## config.mk

```make
export PLATFORM = sky130hd
export DESIGN_NAME = i2c_tgt_core
export DESIGN_NICKNAME = d
export VERILOG_FILES = /design/src/rtl/i2c_tgt_pkg.sv /design/src/rtl/i2c_tgt_cond.sv /design/src/rtl/i2c_tgt_fsm.sv /design/src/rtl/i2c_tgt_enctl.sv /design/src/rtl/i2c_tgt_core.sv
export SDC_FILE = /design/constraint.sdc
export NUM_CORES = 1
export LEC_CHECK = 0
export BUFFER_PORTS_ARGS = -buffer_cell sky130_fd_sc_hd__buf_2
export CORE_MARGIN = 5
export CORE_UTILIZATION = 30
export CTS_CLUSTER_SIZE = 16
export DETAILED_ROUTE_END_ITERATION = 12
export HOLD_SLACK_MARGIN = 0.02
export PLACE_DENSITY = 0.49
export RECOVER_POWER = 50
export SYNTH_ARGS = -nofsm -noshare
export SYNTH_HDL_FRONTEND = slang
export SYNTH_HIERARCHICAL = 1
export SYNTH_SLANG_ARGS = --single-unit
```

## constraint.sdc

```tcl
create_clock -name clk -period 3.8 [get_ports clk]
set_input_delay 0.57 -clock clk [delete_from_list [all_inputs] [get_ports clk]]
set_output_delay 0.57 -clock clk [all_outputs]
set_load 0.02 [all_outputs]
```

## src/rtl/i2c_tgt_pkg.sv

```systemverilog
package i2c_tgt_pkg;

    localparam int ADDR_W = 7;
    localparam int BYTE_W = 8;

    typedef enum logic [2:0] {
        ST_IDLE,
        ST_ADDR,
        ST_ADDR_ACK,
        ST_RX,
        ST_RX_ACK,
        ST_TX,
        ST_TX_ACK,
        ST_IGNORE
    } tgt_state_t;

endpackage

```

## src/rtl/i2c_tgt_cond.sv

```systemverilog
module i2c_tgt_cond (
    input  logic clk,
    input  logic rst_n,
    input  logic scl_i,
    input  logic sda_i,
    output logic start_det,
    output logic stop_det,
    output logic scl_rise,
    output logic scl_fall
);

    logic scl_q;
    logic sda_q;

    always_ff @(posedge clk or negedge rst_n) begin
        if (!rst_n) begin
            scl_q <= 1'b1;
            sda_q <= 1'b1;
        end else begin
            scl_q <= scl_i;
            sda_q <= sda_i;
        end
    end

    always_comb begin
        start_det = scl_i && scl_q && sda_q && !sda_i;
        stop_det  = scl_i && scl_q && !sda_q && sda_i;
        scl_rise  = scl_i && !scl_q;
        scl_fall  = !scl_i && scl_q;
    end

endmodule

```

## src/rtl/i2c_tgt_fsm.sv

```systemverilog
module i2c_tgt_fsm
    import i2c_tgt_pkg::*;
#(
    parameter int AW = ADDR_W,
    parameter int BW = BYTE_W
) (
    input  logic          clk,
    input  logic          rst_n,
    input  logic          start_det,
    input  logic          stop_det,
    input  logic          scl_rise,
    input  logic          scl_fall,
    input  logic          sda_in,
    input  logic          en_req,
    input  logic          en_act,
    input  logic          gc_ack_en,
    input  logic [AW-1:0] own_addr,
    input  logic [BW-1:0] tx_byte,
    output logic          sda_oe,
    output logic [BW-1:0] rx_byte,
    output logic          rx_valid,
    output logic          gc_hit,
    output logic          busy,
    output logic          abort_busy,
    output logic          abort_lost
);

    localparam int CNT_W = $clog2(BW + 1);
    localparam logic [CNT_W-1:0] FULL = CNT_W'(BW);
    localparam logic [CNT_W-1:0] LAST = CNT_W'(BW - 1);
    localparam logic [CNT_W-1:0] ONE  = CNT_W'(1);

    tgt_state_t       state;
    tgt_state_t       state_nx;
    logic [CNT_W-1:0] cnt;
    logic [BW-1:0]    shreg;
    logic [BW-1:0]    txsh;
    logic             ack_q;
    logic             rw_q;
    logic             m_ack;

    logic [AW-1:0]    addr_fld;
    logic             rw_bit;
    logic             is_match;
    logic             is_gc;
    logic             addr_ok;
    logic             byte_end;
    logic             in_write;
    logic             in_data;

    always_comb begin
        addr_fld = shreg[BW-1:1];
        rw_bit   = shreg[0];
        is_match = (addr_fld == own_addr);
        is_gc    = (addr_fld == '0) && !rw_bit;
        addr_ok  = en_req && (is_match || (is_gc && gc_ack_en));
        byte_end = scl_fall && (cnt == FULL);
        in_data  = (state == ST_RX) || (state == ST_RX_ACK);
        in_write = (state == ST_ADDR) || in_data ||
                   ((state == ST_ADDR_ACK) && !rw_q);
    end

    // next-state logic
    always_comb begin
        state_nx = state;
        if (start_det) begin
            state_nx = (en_act && en_req) ? ST_ADDR : ST_IDLE;
        end else if (stop_det) begin
            state_nx = ST_IDLE;
        end else begin
            unique case (state)
                ST_IDLE:     state_nx = ST_IDLE;
                ST_ADDR:     if (byte_end) state_nx = ST_ADDR_ACK;
                ST_ADDR_ACK: if (scl_fall)
                                 state_nx = !ack_q ? ST_IGNORE : (rw_q ? ST_TX : ST_RX);
                ST_RX:       if (byte_end) state_nx = ST_RX_ACK;
                ST_RX_ACK:   if (scl_fall) state_nx = ack_q ? ST_RX : ST_IGNORE;
                ST_TX:       if (scl_fall && cnt == LAST) state_nx = ST_TX_ACK;
                ST_TX_ACK:   if (scl_fall) state_nx = m_ack ? ST_TX : ST_IGNORE;
                ST_IGNORE:   state_nx = ST_IGNORE;
            endcase
        end
    end

    // state register
    always_ff @(posedge clk or negedge rst_n) begin
        if (!rst_n) state <= ST_IDLE;
        else        state <= state_nx;
    end

    // datapath registers
    always_ff @(posedge clk or negedge rst_n) begin
        if (!rst_n) begin
            cnt        <= '0;
            shreg      <= '0;
            txsh       <= '0;
            ack_q      <= 1'b0;
            rw_q       <= 1'b0;
            m_ack      <= 1'b0;
            rx_byte    <= '0;
            rx_valid   <= 1'b0;
            gc_hit     <= 1'b0;
            abort_busy <= 1'b0;
            abort_lost <= 1'b0;
        end else begin
            rx_valid   <= 1'b0;
            gc_hit     <= 1'b0;
            abort_busy <= 1'b0;
            abort_lost <= 1'b0;
            if (start_det || stop_det) begin
                cnt   <= '0;
                ack_q <= 1'b0;
                if (!en_req && in_write) abort_busy <= 1'b1;
                if (!en_req && in_data)  abort_lost <= 1'b1;
            end else begin
                unique case (state)
                    ST_ADDR: begin
                        if (scl_rise) begin
                            shreg <= {shreg[BW-2:0], sda_in};
                            cnt   <= cnt + ONE;
                        end
                        if (byte_end) begin
                            ack_q      <= addr_ok;
                            rw_q       <= rw_bit;
                            gc_hit     <= addr_ok && is_gc;
                            abort_busy <= !en_req;
                        end
                    end
                    ST_ADDR_ACK: begin
                        if (scl_fall) begin
                            cnt  <= '0;
                            txsh <= tx_byte;
                        end
                    end
                    ST_RX: begin
                        if (scl_rise) begin
                            shreg <= {shreg[BW-2:0], sda_in};
                            cnt   <= cnt + ONE;
                        end
                        if (byte_end) begin
                            ack_q      <= en_req;
                            rx_valid   <= en_req;
                            rx_byte    <= shreg;
                            abort_busy <= !en_req;
                            abort_lost <= !en_req;
                        end
                    end
                    ST_RX_ACK: begin
                        if (scl_fall) cnt <= '0;
                    end
                    ST_TX: begin
                        if (scl_fall) begin
                            txsh <= {txsh[BW-2:0], 1'b1};
                            cnt  <= cnt + ONE;
                        end
                    end
                    ST_TX_ACK: begin
                        if (scl_rise) m_ack <= !sda_in;
                        if (scl_fall) begin
                            txsh <= tx_byte;
                            cnt  <= '0;
                        end
                    end
                    default: ;
                endcase
            end
        end
    end

    // outputs
    always_comb begin
        sda_oe = 1'b0;
        busy   = 1'b1;
        unique case (state)
            ST_IDLE:     busy = 1'b0;
            ST_IGNORE:   busy = 1'b0;
            ST_ADDR_ACK: sda_oe = ack_q;
            ST_RX_ACK:   sda_oe = ack_q;
            ST_TX:       sda_oe = !txsh[BW-1];
            default:     sda_oe = 1'b0;
        endcase
    end


    rx_valid_acked_chk: assert property (@(posedge clk) disable iff (!rst_n)
        rx_valid |-> (sda_oe && state == ST_RX_ACK));


    addr_forced_nack_chk: assert property (@(posedge clk) disable iff (!rst_n)
        (state == ST_ADDR_ACK && $past(state) == ST_ADDR && !$past(en_req)) |-> !sda_oe);


    gc_gate_chk: assert property (@(posedge clk) disable iff (!rst_n)
        gc_hit |-> $past(gc_ack_en));


    quiet_bus_chk: assert property (@(posedge clk) disable iff (!rst_n)
        !busy |-> !sda_oe);

endmodule

```

## src/rtl/i2c_tgt_enctl.sv

```systemverilog
module i2c_tgt_enctl (
    input  logic clk,
    input  logic rst_n,
    input  logic enable,
    input  logic busy,
    input  logic abort_busy,
    input  logic abort_lost,
    output logic en_act,
    output logic flag_busy,
    output logic flag_lost
);

    always_ff @(posedge clk or negedge rst_n) begin
        if (!rst_n) begin
            en_act    <= 1'b0;
            flag_busy <= 1'b0;
            flag_lost <= 1'b0;
        end else begin
            if (enable && !en_act) begin
                en_act    <= 1'b1;
                flag_busy <= 1'b0;
                flag_lost <= 1'b0;
            end else if (!enable && en_act && !busy) begin
                en_act <= 1'b0;
            end
            if (abort_busy) flag_busy <= 1'b1;
            if (abort_lost) flag_lost <= 1'b1;
        end
    end


    late_drop_chk: assert property (@(posedge clk) disable iff (!rst_n)
        $fell(en_act) |-> !$past(busy));


    flags_cleared_chk: assert property (@(posedge clk) disable iff (!rst_n)
        $rose(en_act) |-> (!flag_busy && !flag_lost));


    lost_implies_busy_chk: assert property (@(posedge clk) disable iff (!rst_n)
        flag_lost |-> flag_busy);

endmodule

```

## src/rtl/i2c_tgt_core.sv

```systemverilog
module i2c_tgt_core
    import i2c_tgt_pkg::*;
#(
    parameter int AW = ADDR_W,
    parameter int BW = BYTE_W
) (
    input  logic          clk,
    input  logic          rst_n,
    input  logic          scl_i,
    input  logic          sda_i,
    input  logic          enable,
    input  logic          gc_ack_en,
    input  logic [AW-1:0] own_addr,
    input  logic [BW-1:0] tx_byte,
    output logic          sda_oe,
    output logic [BW-1:0] rx_byte,
    output logic          rx_valid,
    output logic          gc_hit,
    output logic [2:0]    status
);

    logic start_det;
    logic stop_det;
    logic scl_rise;
    logic scl_fall;
    logic busy;
    logic abort_busy;
    logic abort_lost;
    logic en_act;
    logic flag_busy;
    logic flag_lost;

    i2c_tgt_cond u_cond (
        .clk       (clk),
        .rst_n     (rst_n),
        .scl_i     (scl_i),
        .sda_i     (sda_i),
        .start_det (start_det),
        .stop_det  (stop_det),
        .scl_rise  (scl_rise),
        .scl_fall  (scl_fall)
    );

    i2c_tgt_fsm #(.AW(AW), .BW(BW)) u_fsm (
        .clk        (clk),
        .rst_n      (rst_n),
        .start_det  (start_det),
        .stop_det   (stop_det),
        .scl_rise   (scl_rise),
        .scl_fall   (scl_fall),
        .sda_in     (sda_i),
        .en_req     (enable),
        .en_act     (en_act),
        .gc_ack_en  (gc_ack_en),
        .own_addr   (own_addr),
        .tx_byte    (tx_byte),
        .sda_oe     (sda_oe),
        .rx_byte    (rx_byte),
        .rx_valid   (rx_valid),
        .gc_hit     (gc_hit),
        .busy       (busy),
        .abort_busy (abort_busy),
        .abort_lost (abort_lost)
    );

    i2c_tgt_enctl u_enctl (
        .clk        (clk),
        .rst_n      (rst_n),
        .enable     (enable),
        .busy       (busy),
        .abort_busy (abort_busy),
        .abort_lost (abort_lost),
        .en_act     (en_act),
        .flag_busy  (flag_busy),
        .flag_lost  (flag_lost)
    );

    assign status = {flag_lost, flag_busy, en_act};


    disabled_silent_chk: assert property (@(posedge clk) disable iff (!rst_n)
        !status[0] |-> !sda_oe);

endmodule

```

Word-level counts from Yosys, hierarchy flattened. Cells that the tools add are included.

Register bits after elaboration: 43. Latch bits: 0. RAM bits: 0. Memory bits (read-only): 0. Input port bits: 21. Output and inout port bits: 14. Memories: 0.

$add $sub $neg: 1. Multiply operators: 0. Divide/modulo/power cells: 0. $lt $le $gt $ge: 0. Equality and inequality tests: 23. Shifts and indexed selects: 0. Muxes and demuxes: 45. Bitwise logic cells: 1. Reduce and logical (&&, ||, !) cells: 55.

Operators by type and width (count): 3-bit 2-to-1 mux (11); 4-bit by 1-bit inequality test with 1-bit output (second input constant) (6); 3-bit one-hot mux with 8 select lines (1); 1-bit 2-to-1 mux (22); 1-bit logical AND (20); 4-bit 2-to-1 mux (4); 8-bit 2-to-1 mux (2); 8-bit one-hot mux with 2 select lines (1); 3-bit AND reduction (5); 3-bit equality test (second input constant) (4); 4-bit one-hot mux with 3 select lines (1); 1-bit logical NOT (9); 3-bit by 1-bit inequality test with 1-bit output (second input constant) (3); 4-bit AND reduction (2); 2-bit nonzero test (4); 2-bit OR reduction (4); 7-bit equality test (1); 7-bit logical NOT (1); 3-bit by 2-bit equality test with 1-bit output (second input constant) (2); 3-bit by 2-bit inequality test with 1-bit output (second input constant) (2); 6-bit AND reduction (1); 1-bit logical OR (5); 4-bit by 1-bit adder with 4-bit output (second input constant) (1); 4-bit by 3-bit equality test with 1-bit output (second input constant) (1); other kinds (10) (12).

Logic depth before layout (Yosys ltp).
Depth after elaboration: 9. Depth in mapped cells: 7. Gate-level depth less buffers: 6.

Hierarchy. The synthesis kept the hierarchy.

By module, submodules not included: i2c_tgt_fsm (times used 1, cells an instance 179, area an instance 1975.6 um^2); i2c_tgt_enctl (times used 1, cells an instance 7, area an instance 112.6 um^2); i2c_tgt_cond (times used 1, cells an instance 6, area an instance 87.6 um^2); i2c_tgt_core (times used 1, cells an instance 3, area an instance 22.5 um^2).

Worst setup path before layout. Ideal clock, no wire load.

Path type: in2reg. Start: input port sda_i. End: register u_fsm.rx_byte[0]. Data arrival time: 1.916 ns. Setup slack: 1.759 ns. Stages on the path: 6. Path buffers: 2. Cell sequence: and4b_1 or2_1 clkbuf_1 or3_1 buf_6 mux2_4.

Word-level cells in the longest chain between the ends: 5. Elaborated cells between the ends (all ways): 6. Classes of those cells: bitwise: 1; reduce/logical: 5.

Ends and longest elaborated chain: start: declaration (line i2c_tgt_core.sv:10) `input logic sda_i,`; 1-bit logical NOT (line i2c_tgt_cond.sv:26) `start_det = scl_i && scl_q && sda_q && !sda_i;`; 1-bit logical AND (line i2c_tgt_cond.sv:26); 1-bit logical OR (*) (line i2c_tgt_fsm.sv:110) `if (start_det || stop_det) begin`; 1-bit NOT (no source line) (*); 3-bit AND reduction (no source line) (*); end signal: assignment (line i2c_tgt_fsm.sv:143) `rx_byte <= shreg;`; end: declaration (line i2c_tgt_fsm.sv:20) `output logic [BW-1:0] rx_byte,`.

Mark *: on every way between the ends. The rest lies on a longest branch, timed or not. A chain may end at the register's enable or synchronous reset.

Worst setup path after layout.
Start: register u_cond.sda_q. End: register u_fsm.shreg[4].

Word-level cells in the longest chain between the ends: 6. Elaborated cells between the ends (all ways): 8. Classes of those cells: bitwise: 1; reduce/logical: 7.

Ends and longest elaborated chain: start: declaration (line i2c_tgt_cond.sv:13) `logic sda_q;`; start signal: assignment (line i2c_tgt_cond.sv:21) `sda_q <= sda_i;`; 1-bit logical NOT (line i2c_tgt_cond.sv:27) `stop_det = scl_i && scl_q && !sda_q && sda_i;`; 1-bit logical AND (2 in series) (line i2c_tgt_cond.sv:27); via stop_det (line i2c_tgt_core.sv:23) `logic stop_det;`; 1-bit logical OR (line i2c_tgt_fsm.sv:110); 1-bit NOT (no source line); 3-bit AND reduction (no source line); end signal: assignment (line i2c_tgt_fsm.sv:119) `shreg <= {shreg[BW-2:0], sda_in};`; end signal: assignment (line i2c_tgt_fsm.sv:137) `shreg <= {shreg[BW-2:0], sda_in};`; end: declaration (line i2c_tgt_fsm.sv:36) `logic [BW-1:0] shreg;`.

The timed path passes the listed nets, and every way through them passes these cells.

==> results.sh <==
export IMPL_end_kind="flop"
export IMPL_hold_depth=1
export IMPL_post_cts_buffers=0
export IMPL_slowest_delay_ns=0.60
export IMPL_cts_resized_gates=0
export IMPL_gp_congestion=0.8664
export IMPL_syn_nets=218
export IMPL_start_util=0.3064
export IMPL_synth_seq_cells=43
export IMPL_synth_edf_count=0
export IMPL_clk_pin_slew_ns=0.09
export IMPL_synthCells=195
export IMPL_finalSetupViolCount=0
export IMPL_gr_total_overflow=0
export IMPL_fin_nets=249
export IMPL_tightest_slew_ns=2.291
export IMPL_status="finished, violations left"
export IMPL_ys_seq_area_frac=0.4906
export IMPL_drv_cap=1
export IMPL_cts_inserted_buffers=5
export IMPL_hpwl_um=3281
export IMPL_rsz0062_at_grt="no"
export IMPL_maxSlewViolCount=44
export IMPL_crit_chain="and4b_1 -> nor2_1 -> nand3_1 -> mux2_2"
export IMPL_placementRows=31
export IMPL_clock_sinks=43
export IMPL_final_antenna_net_count=0
export IMPL_core_area_um2=7176
export IMPL_finalClockSkew_ns=0.006590
export IMPL_wl_met1_um=2289
export IMPL_vias_per_cell=4.678
export IMPL_antenna_found_initial=0
export IMPL_wl_met3_um=140
export IMPL_drive_above_1_share=0.2731
export IMPL_hold_class="primary input to flop"
export IMPL_yosys_area_top_type_share=0.4667
export IMPL_syn_area_per_cell_um2=11.27
export IMPL_synthFlopType="dfrtp_1"
export IMPL_critPathSlowestCell="nor2_1"
export IMPL_die_w_um=95.60
export IMPL_cts_tree="built"
export IMPL_dr_pass1_iters=4
export IMPL_timing_final_crit_period_ns=2.371
export IMPL_violations="capacitance limit, slew limit"
export IMPL_worstPathRequired_ns=3.99
export IMPL_crit_path_max_fanout=12
export IMPL_utilization=0.3501
export IMPL_reg2reg_depth=4
export IMPL_syn_area_um2=2198
export IMPL_grt_usage=0.1123
export IMPL_ys_warn_count=6
export IMPL_htreeDepth=2
export IMPL_wirelength_um=4607
export IMPL_clk_root_buffer_cell="clkbuf_8"
export IMPL_startpoint_type="flop"
export IMPL_vias=1525
export IMPL_leakagePower_uw=0.001207
export IMPL_wire_per_inst_um=14.13
export IMPL_wl_met2_um=2083
export IMPL_yosysUniqueCellTypes=50
export IMPL_n_antenna_cell=0
export IMPL_path_delay_family="simple AND/OR/NAND/NOR gates"
export IMPL_power_density_nw_per_um2=615.1
export IMPL_finalCritPeriodShare=0.6239
export IMPL_crit_arrival_ns=2.56
export IMPL_critPathKind="flop to flop"
export IMPL_grt_max_degree=44
export IMPL_cts_max_path_buffers=2
export IMPL_insertion_delay_ns=0.30
export IMPL_drt_initial_drc_count=170
export IMPL_ioPinCount=35
export IMPL_fmax_mhz=421.8
export IMPL_drc=0
export IMPL_ir_drop_mv=0.1633
export IMPL_grt_pass1_vias=1597
export IMPL_relSlewSlack=-0.5272
export IMPL_cp_num_cells=4
export IMPL_yosys_area_top_type="dfrtp_1"
export IMPL_synthTopCellsByArea="dfrtp_1 (47%), mux2_4 (5.5%), mux2_2 (4.6%)"
export IMPL_crit_buf_inv=0
export IMPL_top_layer_used="met4"
export IMPL_die_h_um=95.60
export IMPL_async_flop_share=1.000
export IMPL_cts_hold_buf=0
export IMPL_grt_pass1_wl_um=7845
export IMPL_finalHoldViolCount=0
export IMPL_final_setup_tns_ns=0
export IMPL_syn_to_final_growth_pct=14.29
export IMPL_die_area_um2=9139
export IMPL_io_buffers=34
## cells in the final DEF (no fill, tap or decap), types with 8 or more instances in the layout
master and instances:
o21ai_0 14, mux2_2 9, a21oi_1 10, inv_1 9, dfrtp_1 41, nand2_1 10
mux2_4 8, mux2i_1 8, buf_2 29
## synth_stat cells, drive strengths merged, types with 2 or more instances
cell and instances:
nor2 6, nand2 10, nand3 6, and4b 2, nand4 2, mux2 17
nor4 2, ha 2, o21ai 14, dfrtp 41, buf 9, xnor2 4
nor3 4, or3 2, a21o 3, inv 9, nand2b 4, xor2 4
nor2b 3, or4 2, mux2i 8, nand4b 2, clkbuf 2, a21oi 10
and2 2, dfstp 2, a22o 3, o2bb2ai 4, and2b 2
## cell families after synthesis
family,after synthesis,share of synthesized area
adder cells (fa/ha/maj),3,0.01593
buffers and inverters,20,0.04553
AND/OR/NAND/NOR,52,0.1446
multiplexers,25,0.1372
AO/OA/AOI/OAI,44,0.1343
flip-flops,43,0.4906
XOR/XNOR,8,0.03187
## layer usage
layer,vias to the layer above,track usage
met5,-,0
met2,27,0.1697
met4,0,0.04976
li1,764,-
met3,5,0.02368
met1,729,0.1540
## sequential cells by signal, summed over array words and instances (netlist names)
register / cells
u_fsm/rx_byte: 8
u_fsm/rw_q: 1
u_fsm/m_ack: 1
u_cond/scl_q: 1
u_fsm/abort_lost: 1
u_fsm/shreg: 8
u_fsm/cnt: 4
u_fsm/abort_busy: 1
u_enctl/en_act: 1
u_enctl/flag_lost: 1
u_enctl/flag_busy: 1
u_fsm/ack_q: 1
u_fsm/gc_hit: 1
u_fsm/txsh: 8
u_fsm/state: 3
u_cond/sda_q: 1
u_fsm/rx_valid: 1
## worst paths after layout
check | startpoint | endpoint | slack, ns
hold reg to reg | u_fsm/abort_lost | u_enctl/flag_lost | 0.43
max in group asynchronous | rst_n | u_fsm/shreg[1] | 1.55
setup / recovery | u_cond/sda_q | u_fsm/shreg[4] | 1.43
setup reg to reg | u_cond/sda_q | u_fsm/shreg[4] | 1.43
min in group asynchronous | rst_n | u_fsm/txsh[3] | 0.94
hold / removal | scl_i | u_cond/scl_q | 0.39
## cell type report
type / count / area, um2
clock inverters: 3 / 23.77
flip-flops and latches: 43 / 1079
inverters: 9 / 33.78
well taps: 99 / 123.9
repair buffers: 35 / 171.4
fillers: 752 / 4663
clock buffers: 5 / 68.82
multi-input cells: 132 / 1012
## power breakdown
group	leakage (uW)	switching (uW)	internal [uW]	total (uW)
sequential	0.000562	136	571	708
clock	0.0000408	174	132	306
combinational	0.000604	280	252	532
total	0.00121	590	955	1550
## through the flow
step / total power [uW] / std cells / worst slack (ns) / instance area (um2) / hold slack, ns
floorplan: 1128 / 195 / 1.759 / 2198 / 0.2744
global placement: 1260 / 318 / 1.279 / 2434 / 0.4110
detailed placement: 1258 / 318 / 1.238 / 2434 / 0.4123
CTS: 1570 / 326 / 1.452 / 2526 / 0.3792
global route: 1678 / 326 / 1.008 / 2512 / 0.3963
finish: 1545 / 326 / 1.429 / 2512 / 0.3925
Power figures use the tool's default switching activity.
